==> config.mk <==
export PLATFORM = sky130hd
export DESIGN_NAME = vcfg_decode
export DESIGN_NICKNAME = d
export VERILOG_FILES = /design/src/rtl/vcfg_pkg.sv /design/src/rtl/vcfg_table.sv /design/src/rtl/vcfg_lookup.sv /design/src/rtl/vcfg_classify.sv /design/src/rtl/vcfg_decode.sv
export SDC_FILE = /design/constraint.sdc
export NUM_CORES = 1
export LEC_CHECK = 0
export ABC_AREA = 1
export CAP_MARGIN = 20
export CORE_ASPECT_RATIO = 1.4
export CORE_MARGIN = 5
export CORE_UTILIZATION = 50
export DETAILED_ROUTE_END_ITERATION = 8
export GPL_TIMING_DRIVEN = 0
export PLACE_DENSITY = 0.81
export RECOVER_POWER = 100
export SETUP_SLACK_MARGIN = 0.02
export SYNTH_ARGS = -nofsm -noshare
export SYNTH_HDL_FRONTEND = slang
export SYNTH_SLANG_ARGS = --single-unit
==> constraint.sdc <==
create_clock -name clk -period 3.4 [get_ports clk]
set_input_delay 0.68 -clock clk [delete_from_list [all_inputs] [get_ports clk]]
set_output_delay 0.68 -clock clk [all_outputs]
set_load 0.005 [all_outputs]
==> src/rtl/vcfg_pkg.sv <==
package vcfg_pkg;

  parameter int unsigned VC_REG_W = 5;
  parameter int unsigned VC_BW_W  = 2;
  parameter int unsigned VC_LEN_W = 8;

  typedef enum logic [1:0] {
    CLS_PASS     = 2'd0,
    CLS_VEC      = 2'd1,
    CLS_WIDE     = 2'd2,
    CLS_VEC_WIDE = 2'd3
  } vcls_e;

  typedef struct packed {
    logic                used;
    logic                bank;
    logic [VC_REG_W-1:0] regn;
    logic [VC_BW_W-1:0]  width;
    logic [VC_LEN_W-1:0] len;
  } vent_t;

  // entry applies to an operand
  function automatic logic ent_hit(vent_t e, logic bank, logic [VC_REG_W-1:0] r);
    return e.used && (e.bank == bank) && (e.regn == r);
  endfunction

  // operand lengths that cannot be combined
  function automatic logic len_conflict(logic [VC_LEN_W-1:0] d,
                                        logic [VC_LEN_W-1:0] a,
                                        logic [VC_LEN_W-1:0] b);
    logic dvec;
    dvec = (d > VC_LEN_W'(1));
    return (a != b) || (dvec && ((a > d) || (b > d)));
  endfunction

  function automatic vcls_e class_of(logic any_vec, logic any_wide);
    return vcls_e'({any_wide, any_vec});
  endfunction

endpackage

==> src/rtl/vcfg_table.sv <==
module vcfg_table
  import vcfg_pkg::*;
#(
  parameter int unsigned NUM_ENT = 2,
  localparam int unsigned SEL_W  = (NUM_ENT > 1) ? $clog2(NUM_ENT) : 1
) (
  input  logic                     clk,
  input  logic                     rst_n,
  input  logic                     wr_en,
  input  logic [SEL_W-1:0]         wr_sel,
  input  vent_t                    wr_word,
  output vent_t [NUM_ENT-1:0]      ents
);

  for (genvar i = 0; i < NUM_ENT; i++) begin : g_ent
    logic sel_me;
    assign sel_me = wr_en && (wr_sel == SEL_W'(i));

    always_ff @(posedge clk) begin
      if (!rst_n) begin
        ents[i] <= '0;
      end else if (sel_me) begin
        ents[i] <= wr_word;
      end
    end

    AST_WRITE_LANDS: assert property (@(posedge clk) disable iff (!rst_n)
      (wr_en && wr_sel == SEL_W'(i)) |=> (ents[i] == $past(wr_word)));
    AST_OTHER_HELD: assert property (@(posedge clk) disable iff (!rst_n)
      (wr_sel != SEL_W'(i) && $past(rst_n)) |=> $stable(ents[i]));
  end

endmodule

==> src/rtl/vcfg_lookup.sv <==
module vcfg_lookup
  import vcfg_pkg::*;
#(
  parameter int unsigned NUM_ENT = 2
) (
  input  logic                 clk,
  input  logic                 rst_n,
  input  vent_t [NUM_ENT-1:0]  ents,
  input  logic                 op_bank,
  input  logic [VC_REG_W-1:0]  op_reg,
  input  logic [VC_BW_W-1:0]   dflt_w,
  output logic [VC_BW_W-1:0]   res_w,
  output logic [VC_LEN_W-1:0]  res_len,
  output logic                 hit
);

  logic [NUM_ENT-1:0] raw_hits;
  logic [NUM_ENT-1:0] pick;

  for (genvar i = 0; i < NUM_ENT; i++) begin : g_cmp
    assign raw_hits[i] = ent_hit(ents[i], op_bank, op_reg);
  end

  // lowest index wins
  always_comb begin
    logic found;
    found = 1'b0;
    pick  = '0;
    for (int i = 0; i < int'(NUM_ENT); i++) begin
      if (raw_hits[i] && !found) begin
        pick[i] = 1'b1;
        found   = 1'b1;
      end
    end
  end

  always_comb begin
    res_w   = dflt_w;
    res_len = VC_LEN_W'(1);
    for (int i = 0; i < int'(NUM_ENT); i++) begin
      if (pick[i]) begin
        res_w   = ents[i].width;
        res_len = ents[i].len;
      end
    end
  end

  assign hit = |pick;

  AST_MISS_SCALAR: assert property (@(posedge clk) disable iff (!rst_n)
    (raw_hits == '0) |-> (res_len == VC_LEN_W'(1) && res_w == dflt_w));
  AST_FIRST_WINS: assert property (@(posedge clk) disable iff (!rst_n)
    raw_hits[0] |-> (res_len == ents[0].len && res_w == ents[0].width));
  AST_ONE_PICK: assert property (@(posedge clk) disable iff (!rst_n)
    $onehot0(pick));
  AST_BANK_OWN: assert property (@(posedge clk) disable iff (!rst_n)
    (ents[0].bank != op_bank) |-> !pick[0]);

endmodule

==> src/rtl/vcfg_classify.sv <==
module vcfg_classify
  import vcfg_pkg::*;
(
  input  logic                 clk,
  input  logic                 rst_n,
  input  logic [VC_BW_W-1:0]   dflt_w,
  input  logic [VC_BW_W-1:0]   d_w,
  input  logic [VC_LEN_W-1:0]  d_len,
  input  logic [VC_BW_W-1:0]   a_w,
  input  logic [VC_LEN_W-1:0]  a_len,
  input  logic [VC_BW_W-1:0]   b_w,
  input  logic [VC_LEN_W-1:0]  b_len,
  output vcls_e                cls,
  output logic                 fault
);

  logic any_vec;
  logic any_wide;

  assign any_vec  = (d_len != VC_LEN_W'(1)) || (a_len != VC_LEN_W'(1)) ||
                    (b_len != VC_LEN_W'(1));
  assign any_wide = (d_w != dflt_w) || (a_w != dflt_w) || (b_w != dflt_w);
  assign cls      = class_of(any_vec, any_wide);
  assign fault    = len_conflict(d_len, a_len, b_len);

  AST_SRC_MISMATCH: assert property (@(posedge clk) disable iff (!rst_n)
    (a_len != b_len) |-> fault);
  AST_DEST_SHORT: assert property (@(posedge clk) disable iff (!rst_n)
    (d_len > 8'd1 && (a_len > d_len || b_len > d_len)) |-> fault);
  AST_REDUCE_OK: assert property (@(posedge clk) disable iff (!rst_n)
    (d_len <= 8'd1 && a_len == b_len) |-> !fault);
  AST_PASS_CLEAN: assert property (@(posedge clk) disable iff (!rst_n)
    (cls == CLS_PASS) |-> (d_len == 8'd1 && a_len == 8'd1 && b_len == 8'd1
                           && d_w == dflt_w && a_w == dflt_w && b_w == dflt_w));

endmodule

==> src/rtl/vcfg_decode.sv <==
module vcfg_decode
  import vcfg_pkg::*;
#(
  parameter int unsigned NUM_ENT = 2,
  localparam int unsigned SEL_W  = (NUM_ENT > 1) ? $clog2(NUM_ENT) : 1,
  localparam int unsigned NUM_OPS = 3
) (
  input  logic                clk,
  input  logic                rst_n,
  input  logic                cfg_we,
  input  logic [SEL_W-1:0]    cfg_sel,
  input  logic                cfg_bank,
  input  logic [VC_REG_W-1:0] cfg_reg,
  input  logic [VC_BW_W-1:0]  cfg_width,
  input  logic [VC_LEN_W-1:0] cfg_len,
  input  logic [VC_BW_W-1:0]  dflt_width,
  input  logic                rd_bank,
  input  logic [VC_REG_W-1:0] rd_reg,
  input  logic                rs1_bank,
  input  logic [VC_REG_W-1:0] rs1_reg,
  input  logic                rs2_bank,
  input  logic [VC_REG_W-1:0] rs2_reg,
  output logic [VC_BW_W-1:0]  rd_width,
  output logic [VC_LEN_W-1:0] rd_len,
  output logic [VC_BW_W-1:0]  rs1_width,
  output logic [VC_LEN_W-1:0] rs1_len,
  output logic [VC_BW_W-1:0]  rs2_width,
  output logic [VC_LEN_W-1:0] rs2_len,
  output logic [1:0]          op_class,
  output logic                len_fault
);

  vent_t [NUM_ENT-1:0] ents;
  vent_t               wr_word;

  logic [NUM_OPS-1:0]               op_bank;
  logic [NUM_OPS-1:0][VC_REG_W-1:0] op_reg;
  logic [NUM_OPS-1:0][VC_BW_W-1:0]  op_w;
  logic [NUM_OPS-1:0][VC_LEN_W-1:0] op_len;
  logic [NUM_OPS-1:0]               op_hit;
  vcls_e                            cls;

  assign wr_word = '{used: 1'b1, bank: cfg_bank, regn: cfg_reg,
                     width: cfg_width, len: cfg_len};

  vcfg_table #(.NUM_ENT(NUM_ENT)) u_table (
    .clk     (clk),
    .rst_n   (rst_n),
    .wr_en   (cfg_we),
    .wr_sel  (cfg_sel),
    .wr_word (wr_word),
    .ents    (ents)
  );

  assign op_bank = {rs2_bank, rs1_bank, rd_bank};
  assign op_reg  = {rs2_reg, rs1_reg, rd_reg};

  for (genvar k = 0; k < NUM_OPS; k++) begin : g_op
    vcfg_lookup #(.NUM_ENT(NUM_ENT)) u_lookup (
      .clk     (clk),
      .rst_n   (rst_n),
      .ents    (ents),
      .op_bank (op_bank[k]),
      .op_reg  (op_reg[k]),
      .dflt_w  (dflt_width),
      .res_w   (op_w[k]),
      .res_len (op_len[k]),
      .hit     (op_hit[k])
    );
  end

  vcfg_classify u_classify (
    .clk    (clk),
    .rst_n  (rst_n),
    .dflt_w (dflt_width),
    .d_w    (op_w[0]),
    .d_len  (op_len[0]),
    .a_w    (op_w[1]),
    .a_len  (op_len[1]),
    .b_w    (op_w[2]),
    .b_len  (op_len[2]),
    .cls    (cls),
    .fault  (len_fault)
  );

  assign rd_width  = op_w[0];
  assign rd_len    = op_len[0];
  assign rs1_width = op_w[1];
  assign rs1_len   = op_len[1];
  assign rs2_width = op_w[2];
  assign rs2_len   = op_len[2];
  assign op_class  = cls;

  AST_HIT_MEANS_USED: assert property (@(posedge clk) disable iff (!rst_n)
    (|op_hit) |-> (ents[0].used || ents[1].used));

endmodule

==> results of run 1 <==
-- final timing paths --
kind | start | to | slack [ps]
setup / recovery | rd_bank | len_fault | -480
hold / removal | u_table.ents[12]$_SDFFE_PN0P_ | u_table.ents[12]$_SDFFE_PN0P_ | 530
setup reg to reg | u_table.ents[0]$_SDFFE_PN0P_ | u_table.ents[0]$_SDFFE_PN0P_ | 2380
hold reg to reg | u_table.ents[12]$_SDFFE_PN0P_ | u_table.ents[12]$_SDFFE_PN0P_ | 530
-- repair_timing --
| action | CTS | global route |
|---|---|---|
| resized for setup | 178 | 115 |
| setup endpoints to repair | 29 | 9 |
| pin swaps | 68 | 68 |
| setup buffers | 40 | 13 |
-- cells in the final DEF (no fill, tap or decap), types with 6 or more instances in the layout --
master	n
a21oi_1	33
a21oi_2	7
buf_4	47
buf_6	13
clkbuf_1	8
clkbuf_8	6
clkdlybuf4s50_1	50
dfxtp_1	23
dfxtp_2	9
ha_4	9
inv_1	43
inv_2	27
nand2_1	92
nand2_2	43
nand3_1	14
nand4_1	9
nor2_1	36
nor2_2	13
nor2_4	9
o21ai_0	34
o22ai_1	8
o22ai_4	16
-- per-layer routing --
| metal | wire length, microns | up-vias |
|---|---|---|
| met4 | 1710 | 0 |
| met3 | 1850 | 179 |
| met2 | 7800 | 426 |
| met5 | 0 | - |
| met1 | 5390 | 2054 |
| li1 | - | 1886 |
-- area by class of cell --
class,instances,area [sq um]
well taps,70,87.6
inverters,74,288
flip-flops and latches,34,699
clock inverters,2,12.5
plain buffers,13,96.3
repair buffers,125,1170
fillers,299,764
multi-input cells,373,2630
clock buffers,6,82.6
-- worst max-delay path, cell delays in order --
cell and delay (ps):
buf_8 80, inv_4 30, nand2_4 50, nand2_2 50, inv_2 50, nand2_2 50, nor2_4 190, nand2_4 120
buf_12 150, nand2_8 110, o22ai_4 90, inv_2 110, ha_4 210, a21oi_2 120, nor2_1 70, a211oi_2 430
nand2_1 140, nand2_1 100, nand2_1 60, nand2_1 70, nand2_1 80, buf_2 130
-- kinds of logic (layout without fill, tap and decap cells) --
logic type,Yosys count,count (layout)
AO/OA/AOI/OAI,112,112
XOR/XNOR,8,8
adder cells (fa/ha/maj),12,12
buffers and inverters,88,220
flip-flops,34,34
AND/OR/NAND/NOR,241,241
-- where the power goes --
| group | internal (W) | switching (W) | total, W |
|---|---|---|---|
| combinational | 0.000144 | 0.000214 | 0.000358 |
| sequential | 0.000426 | 0.0000344 | 0.000461 |
| clock | 0.000163 | 0.000160 | 0.000323 |
-- through the flow --
| stage | instances | worst slack (ps) | util [%] |
|---|---|---|---|
| after floorplan | 495 | 218 | - |
| after global placement | 637 | -1240 | 65.1 |
| after detailed placement | 637 | -1270 | 65.1 |
| after CTS | 684 | -136 | 78.5 |
| after global routing | 697 | -627 | 86.9 |
| final | 697 | -475 | 86.9 |
==> flow_metrics.env, run 1 <==
export IMPL_numCtsBuffers=5
export IMPL_ys_async_sr_fraction_pct=0
export IMPL_post_drt_via_cell_ratio=6.52
export IMPL_synth_flop_cell="dfxtp_1"
export IMPL_gr_usage_all_layers_pct=33.5
export IMPL_port_buffers=72
export IMPL_fin_nets=678
export IMPL_busiest_layer="met2"
export IMPL_largest_register_ff_count=34
export IMPL_ys_types=35
export IMPL_firstDrtPassIters=6
export IMPL_avgSynthCellArea_sq_um=6.02
export IMPL_required_ps=2720
export IMPL_worst_slew_pin_slew_ps=604
export IMPL_hold_depth=2
export IMPL_dieArea_sq_um=7620
export IMPL_finalMaxSlewViolations=0
export IMPL_core_sq_um=5820
export IMPL_setup_viol=3
export IMPL_grt_util_met3_pct=4.57
export IMPL_setup_tns_final_ps=-748
export IMPL_ff2ff_path_depth=2
export IMPL_synth_top_family_by_area="simple AND/OR/NAND/NOR gates"
export IMPL_max_cap_violations=0
export IMPL_critPathLaunchType="input port"
export IMPL_die_width_microns=75.2
export IMPL_peakVddDrop_v=0.000180
export IMPL_cts_tree="yes"
export IMPL_holdWs_ps=534
export IMPL_route_vias_total=4545
export IMPL_first_iter_violations=741
export IMPL_synth_common_cells="nand2_1, inv_1, nor2_1, a21oi_1, o21ai_0"
export IMPL_grtUsageMet1_pct=35.3
export IMPL_start_util_pct=51.2
export IMPL_root_buffer="clkbuf_8"
export IMPL_violations="negative setup slack"
export IMPL_worst_slew_margin_rel_pct=59.8
export IMPL_ios=73
export IMPL_worstHoldPathType="reg -> reg"
export IMPL_setup_ws_ps=-475
export IMPL_path_clk_slew_ps=80
export IMPL_met2_usage_pct=60.9
export IMPL_gr_total_overflow=0
export IMPL_synth_most_common_cell="nand2_1"
export IMPL_fin_area_sq_um=5060
export IMPL_outcome="finished, violations left"
export IMPL_place_congestion=0.938
export IMPL_min_period_ps=3880
export IMPL_worstPathArrival_ps=3200
export IMPL_wl_per_cell_microns=24.0
export IMPL_powerDensity_nw_per_um2=226
export IMPL_synth_mux_area_share_pct=0
export IMPL_layout_drive_gt1_share_pct=40.8
export IMPL_rsz0062_at_grt="true"
export IMPL_yosysSeqAreaShare_pct=22.8
export IMPL_dpl_instance_area_sq_um=3790
export IMPL_grt_pass1_wl_microns=19700
export IMPL_clockBufferDepth=2
export IMPL_cts_sinks=34
export IMPL_ys_warn_count=0
export IMPL_final_hold_violation_count=0
export IMPL_rows=33
export IMPL_yosys_area_share_simple_pct=37.0
export IMPL_htree_levels=2
export IMPL_grt_pass1_vias=4017
export IMPL_crit_type="in -> out"
export IMPL_clkLatencyLatePin_ps=290
export IMPL_synth_compound_area_share_pct=20.6
export IMPL_synthTopCellsByArea="dfxtp_1, nand2_1, inv_1, a21oi_1, o21ai_0"
export IMPL_max_freq_ghz=0.258
export IMPL_largest_register="u_table.ents"
export IMPL_antenna_found_initial=0
export IMPL_synth_edf_count=0
export IMPL_post_route_period_util_pct=114
export IMPL_total_power_w=0.00114
export IMPL_drcViolationCount=0
export IMPL_synth_xor_area_share_pct=2.35
export IMPL_syn_nets=547
export IMPL_synth_fa_ha_area_share_pct=5.04
export IMPL_clock_skew_ps=0
export IMPL_hpwl_microns=8280
export IMPL_routed_wl_microns=16700
export IMPL_syn_inst=495
export IMPL_end_kind="primary output"
export IMPL_synth_top_area_cell="dfxtp_1"
export IMPL_die_y_microns=101
export IMPL_hold_buffers=0
export IMPL_syn_area_sq_um=2980
export IMPL_area_delta_synth_final_pct=69.8
export IMPL_power_leakage_nw=2.23
export IMPL_synth_top_area_share_pct=22.8
export IMPL_critPathMaxFanout=6
export IMPL_diodes=0
export IMPL_top_regs="u_table.ents x34"
export IMPL_ant_nets=0
export IMPL_synth_seq_cells=34
export IMPL_grt_max_degree=12
Power figures use the tool's default switching activity.
==> inputs of run 2 (changes only) <==
CORE_MARGIN = 2   (was 5)
==> run 2 against run 1 <==
The run ends with design-rule violations, negative setup slack left. Critical path type unchanged. Non-clock buffer count is 4 higher. Routed wire length up 9.1%. Via count is 8.2% higher. Sequential share of layout area shrank 0.081 points. Clock skew did not move. Critical path depth shrank 2. Register-to-register slack better by 120 ps. Total power up 1.5%. Sequential cell count is the same. Largest cell class unchanged. Sequential power hardly changed. Critical endpoint unchanged. Count of clock-buffer cells in the layout unchanged. Largest power group unchanged.
==> flow_metrics.env, run 2 (synthesis results as in run 1) <==
export IMPL_hold_depth=2
export IMPL_min_period_ps=4150
export IMPL_diodes=0
export IMPL_largest_register="u_table.ents"
export IMPL_max_cap_violations=0
export IMPL_layout_drive_gt1_share_pct=38.5
export IMPL_r2r_start="u_table.ents[0]$_SDFFE_PN0P_"
export IMPL_post_route_period_util_pct=122
export IMPL_outcome="finished, violations left"
export IMPL_end_kind="primary output"
export IMPL_grt_max_degree=12
export IMPL_final_common_cell="nand2_1"
export IMPL_dpl_instance_area_sq_um=3790
export IMPL_route_vias_total=4919
export IMPL_layout_common_cells="nand2_1, buf_4, clkdlybuf4s50_1"
export IMPL_critPathMaxFanout=6
export IMPL_finalMaxSlewViolations=0
export IMPL_die_width_microns=69.2
export IMPL_rsz0062_at_grt="true"
export IMPL_max_freq_ghz=0.241
export IMPL_fin_cells=701
export IMPL_die_y_microns=95.3
export IMPL_total_power_w=0.00116
export IMPL_rows=33
export IMPL_gr_total_overflow=0
export IMPL_firstDrtPassIters=9
export IMPL_antenna_found_initial=0
export IMPL_cp_startpoint="rs1_reg[3]"
export IMPL_final_hold_violation_count=0
export IMPL_hold_buffers=0
export IMPL_fin_area_sq_um=5060
export IMPL_setup_viol=6
export IMPL_worstHoldPathType="reg -> reg"
export IMPL_grtUsageMet1_pct=38.7
export IMPL_grt_pass1_vias=4077
export IMPL_hp_start="u_table.ents[11]$_SDFFE_PN0P_"
export IMPL_largest_register_ff_count=34
export IMPL_cp_endpoint="len_fault"
export IMPL_powerDensity_nw_per_um2=229
export IMPL_gr_usage_all_layers_pct=39.3
export IMPL_grt_pass1_wl_microns=20200
export IMPL_peakVddDrop_v=0.000224
export IMPL_top_regs="u_table.ents x34"
export IMPL_first_iter_violations=963
export IMPL_routed_wl_microns=18300
export IMPL_rrSetupSlack_ps=2500
export IMPL_worst_slew_margin_rel_pct=52.2
export IMPL_met2_usage_pct=70.1
export IMPL_reg2reg_to="u_table.ents[0]$_SDFFE_PN0P_"
export IMPL_fin_nets=682
export IMPL_cts_tree="yes"
export IMPL_core_sq_um=5820
export IMPL_holdWs_ps=534
export IMPL_clock_skew_ps=0
export IMPL_busiest_layer="met2"
export IMPL_grt_util_met3_pct=6.87
export IMPL_crit_type="in -> out"
export IMPL_dieArea_sq_um=6600
export IMPL_post_drt_via_cell_ratio=7.02
export IMPL_start_util_pct=51.2
export IMPL_path_clk_slew_ps=70
export IMPL_power_leakage_nw=2.26
export IMPL_wl_per_cell_microns=26.0
export IMPL_required_ps=2720
export IMPL_clockBufferDepth=2
export IMPL_cts_sinks=34
export IMPL_ant_nets=0
export IMPL_numCtsBuffers=5
export IMPL_setup_ws_ps=-751
export IMPL_htree_levels=2
export IMPL_ff2ff_path_depth=2
export IMPL_drcViolationCount=10
export IMPL_critPathLaunchType="input port"
export IMPL_place_congestion=0.952
export IMPL_area_delta_synth_final_pct=69.8
export IMPL_ios=73
export IMPL_worstPathArrival_ps=3470
export IMPL_dp_cells=637
export IMPL_setup_tns_final_ps=-1160
export IMPL_port_buffers=72
export IMPL_clkLatencyLatePin_ps=300
export IMPL_num_fill_cells=286
export IMPL_root_buffer="clkbuf_8"
export IMPL_worst_slew_pin_slew_ps=710
export IMPL_hpwl_microns=8070
export IMPL_violations="design-rule violations, negative setup slack"
run 2: power by group:
group          total, W  switching [W]  internal [W]
Combinational  0.000364       0.000221      0.000143
Sequential     0.000461      0.0000347      0.000427
Clock          0.000334       0.000171      0.000163
run 2: through the flow:
| stage | worst slack [ps] | utilization, % |
|---|---|---|
| after floorplan | 218 | - |
| after global placement | -1270 | 65.1 |
| after detailed placement | -1330 | 65.1 |
| after CTS | -152 | 78.9 |
| after global routing | -721 | 86.9 |
| final | -751 | 86.9 |
run 2: cell type report:
class,count,area [sq um],area share [%]
Inverter,74,282,5.56
Clock buffer,6,82.6,1.63
Buffer,13,96.3,1.90
Tap cell,70,87.6,1.73
Sequential cell,34,696,13.7
Multi-Input combinational cell,373,2600,51.4
Clock inverter,2,12.5,0.247
Timing Repair Buffer,129,1200,23.8
run 2: worst min-delay path by stage:
| stage | to | slack, ps |
|---|---|---|
| 2_1_floorplan | u_table.ents[26]$_SDFFE_PN0P_ | 460 |
| 3_3_place_gp | u_table.ents[26]$_SDFFE_PN0P_ | 470 |
| 3_5_place_dp | u_table.ents[26]$_SDFFE_PN0P_ | 490 |
| 4_1_cts | u_table.ents[26]$_SDFFE_PN0P_ | 500 |
| 5_1_grt | u_table.ents[11]$_SDFFE_PN0P_ | 550 |
| 6_report | u_table.ents[11]$_SDFFE_PN0P_ | 530 |
run 2: worst max-delay path, cell delays in order:
cell      delay (ps)
buf_6            100
inv_1             60
nand2_2          100
o21ai_1           80
nor2_1           140
nand2_2          120
nor2_4           190
nand2_8          100
buf_6            130
o22ai_4          240
ha_4             270
nand2_4           80
nor2_2            60
a211oi_2         510
nand2_1          160
nand2_1          130
nand2_2           60
nand2_1           70
nand2_1           60
buf_2            130
run 2: repair_timing:
action	in CTS	in global routing
cloned	1	0
setup buffers	30	27
pin swaps	62	57
setup endpoints to repair	29	8
resized for setup	188	84
run 2: routing by layer:
metal  vias up  part of all wire [%]
met3       297                    14
met2       590                    43
li1       1899                     -
met4         0                    14
met5         -                     0
met1      2133                    29
==> inputs of run 3 (changes only) <==
CORE_UTILIZATION = 45   (was 50)
PLACE_DENSITY = 0.74   (was 0.81)
==> run 3 against run 2 <==
The flow finishes with violations (negative setup slack). Combinational power fell by 11%. Via count down 20%. Critical path depth down 6. Critical endpoint unchanged. Largest power group unchanged.
==> flow_metrics.env, run 3 (synthesis results as in run 1) <==
export IMPL_outcome="finished, violations left"
export IMPL_violations="negative setup slack"
export IMPL_final_common_cell="nand2_1"
export IMPL_peakVddDrop_v=0.000140
export IMPL_max_freq_ghz=0.277
export IMPL_setup_tns_final_ps=-391
export IMPL_port_buffers=72
export IMPL_path_clk_slew_ps=70
export IMPL_core_sq_um=6480
export IMPL_ios=73
export IMPL_fin_nets=661
export IMPL_end_kind="primary output"
export IMPL_rows=35
export IMPL_switchingPower_w=0.000371
export IMPL_p_int_w=0.000778
export IMPL_critPathLaunchType="input port"
export IMPL_clkLatencyLatePin_ps=290
export IMPL_rsz0062_at_grt="true"
export IMPL_num_fill_cells=517
export IMPL_r2r_start="u_table.ents[23]$_SDFFE_PN0P_"
export IMPL_firstDrtPassIters=6
export IMPL_routed_wl_microns=12300
export IMPL_layout_common_cells="nand2_1, inv_1, clkdlybuf4s50_1"
export IMPL_setup_viol=2
export IMPL_start_util_pct=46.0
export IMPL_route_vias_total=3959
export IMPL_grt_pass1_wl_microns=17600
export IMPL_seqPwrFrac_pct=39.7
export IMPL_worstPathArrival_ps=2930
export IMPL_worst_slew_pin_slew_ps=630
export IMPL_crit_type="in -> out"
export IMPL_gr_usage_all_layers_pct=31.1
export IMPL_crit_chain="buf_4 -> nand2_2 -> nand4_1 -> nor2_4 -> nand2_2 -> bufbuf_16 -> buf_4 -> o22ai_1 -> nand2_1 -> a21oi_1 -> nand3_1 -> nor2_1 -> nand2_1 -> buf_2"
export IMPL_worst_slew_margin_rel_pct=58.0
export IMPL_diodes=0
export IMPL_setup_ws_ps=-210
export IMPL_cpPeakStageDelay_ps=300
export IMPL_first_iter_violations=310
export IMPL_place_congestion=0.918
export IMPL_reg2reg_to="u_table.ents[23]$_SDFFE_PN0P_"
export IMPL_top_regs="u_table.ents x34"
export IMPL_p_sw_share_pct=32.3
export IMPL_cp_endpoint="len_fault"
export IMPL_gr_total_overflow=0
export IMPL_cp_startpoint="rs1_reg[2]"
export IMPL_worstHoldPathType="reg -> reg"
export IMPL_powerDensity_nw_per_um2=241
export IMPL_comb_power_share_pct=28.1
export IMPL_die_y_microns=100
export IMPL_finalMaxSlewViolations=0
export IMPL_ant_nets=0
export IMPL_drcViolationCount=0
export IMPL_grt_pass1_vias=3695
export IMPL_wl_per_cell_microns=17.9
export IMPL_required_ps=2720
export IMPL_root_buffer="clkbuf_8"
export IMPL_largest_register_ff_count=34
export IMPL_post_drt_via_cell_ratio=5.79
export IMPL_grt_max_degree=12
export IMPL_cts_sinks=34
export IMPL_clockBufferDepth=2
export IMPL_final_hold_violation_count=0
export IMPL_hold_buffers=0
export IMPL_hpwl_microns=8180
export IMPL_post_route_period_util_pct=106
export IMPL_clkPwrFrac_pct=32.2
export IMPL_power_leakage_nw=2.15
export IMPL_area_delta_synth_final_pct=59.8
export IMPL_numCtsBuffers=5
export IMPL_cp_slowest_cell="o22ai_1"
export IMPL_antenna_found_initial=0
export IMPL_min_period_ps=3610
export IMPL_layout_drive_gt1_share_pct=32.6
export IMPL_htree_levels=2
export IMPL_cts_tree="yes"
export IMPL_dieArea_sq_um=7300
export IMPL_die_width_microns=72.8
export IMPL_largest_register="u_table.ents"
export IMPL_critPathMaxFanout=4
export IMPL_clock_skew_ps=0
export IMPL_ff2ff_path_depth=2
export IMPL_utilization_pct=73.5
export IMPL_max_cap_violations=0
export IMPL_rrSetupSlack_ps=2610
## run 3: cell count changes in the layout (fill, tap and decap cells not counted), sizes merged
cell           change
clkbuf             -2
dlygate4sd2        +1
buf               -23
bufinv             +1
clkinv             +1
clkinvlp           -1
clkdlybuf4s15      +2
## run 3: layer usage
metal | vias up | part of all wire [%] | wire (microns) | GRT usage, %
met5 | - | 0 | 0 | 0
met4 | 0 | 6.7 | 816 | 17.5
met3 | 81 | 5.2 | 641 | 3.21
met2 | 209 | 53 | 6530 | 58.9
met1 | 1822 | 35 | 4270 | 32.3
li1 | 1847 | - | - | -
## run 3: worst min path at each step
stage / from / endpoint / slack (ps) / cells past startpoint
2_1_floorplan: u_table.ents[26]$_SDFFE_PN0P_ / u_table.ents[26]$_SDFFE_PN0P_ / 460 / 2
3_3_place_gp: u_table.ents[26]$_SDFFE_PN0P_ / u_table.ents[26]$_SDFFE_PN0P_ / 470 / 2
3_5_place_dp: u_table.ents[26]$_SDFFE_PN0P_ / u_table.ents[26]$_SDFFE_PN0P_ / 490 / 2
4_1_cts: u_table.ents[26]$_SDFFE_PN0P_ / u_table.ents[26]$_SDFFE_PN0P_ / 520 / 2
5_1_grt: u_table.ents[11]$_SDFFE_PN0P_ / u_table.ents[11]$_SDFFE_PN0P_ / 540 / 2
6_report: u_table.ents[11]$_SDFFE_PN0P_ / u_table.ents[11]$_SDFFE_PN0P_ / 520 / 2
## run 3: power groups by stage
stage                     combinational [W]  sequential, W  clock (W)
after detailed placement           0.000260       0.000458          0
after floorplan                    0.000147       0.000451          0
after global routing               0.000348       0.000458   0.000388
after CTS                          0.000299       0.000451   0.000369
final                              0.000323       0.000456   0.000370
after global placement             0.000257       0.000458          0
## run 3: worst max-delay path, delay by kind of cell
family                 cells  cell delay, ps
AND/OR/NAND/NOR            8            1000
AO/OA/AOI/OAI              2             540
buffers and inverters      4             690
## run 3: layout make-up
| class | count | area [sq um] | share of cell area, % |
|---|---|---|---|
| plain buffers | 14 | 109 | 2.29 |
| flip-flops and latches | 34 | 693 | 14.6 |
| clock inverters | 3 | 40.0 | 0.841 |
| repair buffers | 107 | 1020 | 21.4 |
| well taps | 74 | 92.6 | 1.94 |
| inverters | 74 | 284 | 5.96 |
| multi-input cells | 373 | 2450 | 51.6 |
| clock buffers | 5 | 68.8 | 1.45 |
## run 3: through the flow
step	total power [W]	worst slack, ps	area (sq um)	hold WS, ps	cells
floorplan	0.000597	218	2980	458	495
global placement	0.000715	-1250	3790	473	641
detailed placement	0.000718	-1330	3790	488	641
CTS	0.00112	-103	4550	517	677
global route	0.00119	-338	4760	539	684
finish	0.00115	-210	4760	517	684
## run 3: repair_timing
item | 4_1_cts | 5_1_grt
resized for setup | 190 | 37
cloned | 1 | 0
buffers inserted | 27 | 7
endpoints found under the setup margin | 31 | 6
pin swaps | 61 | 30
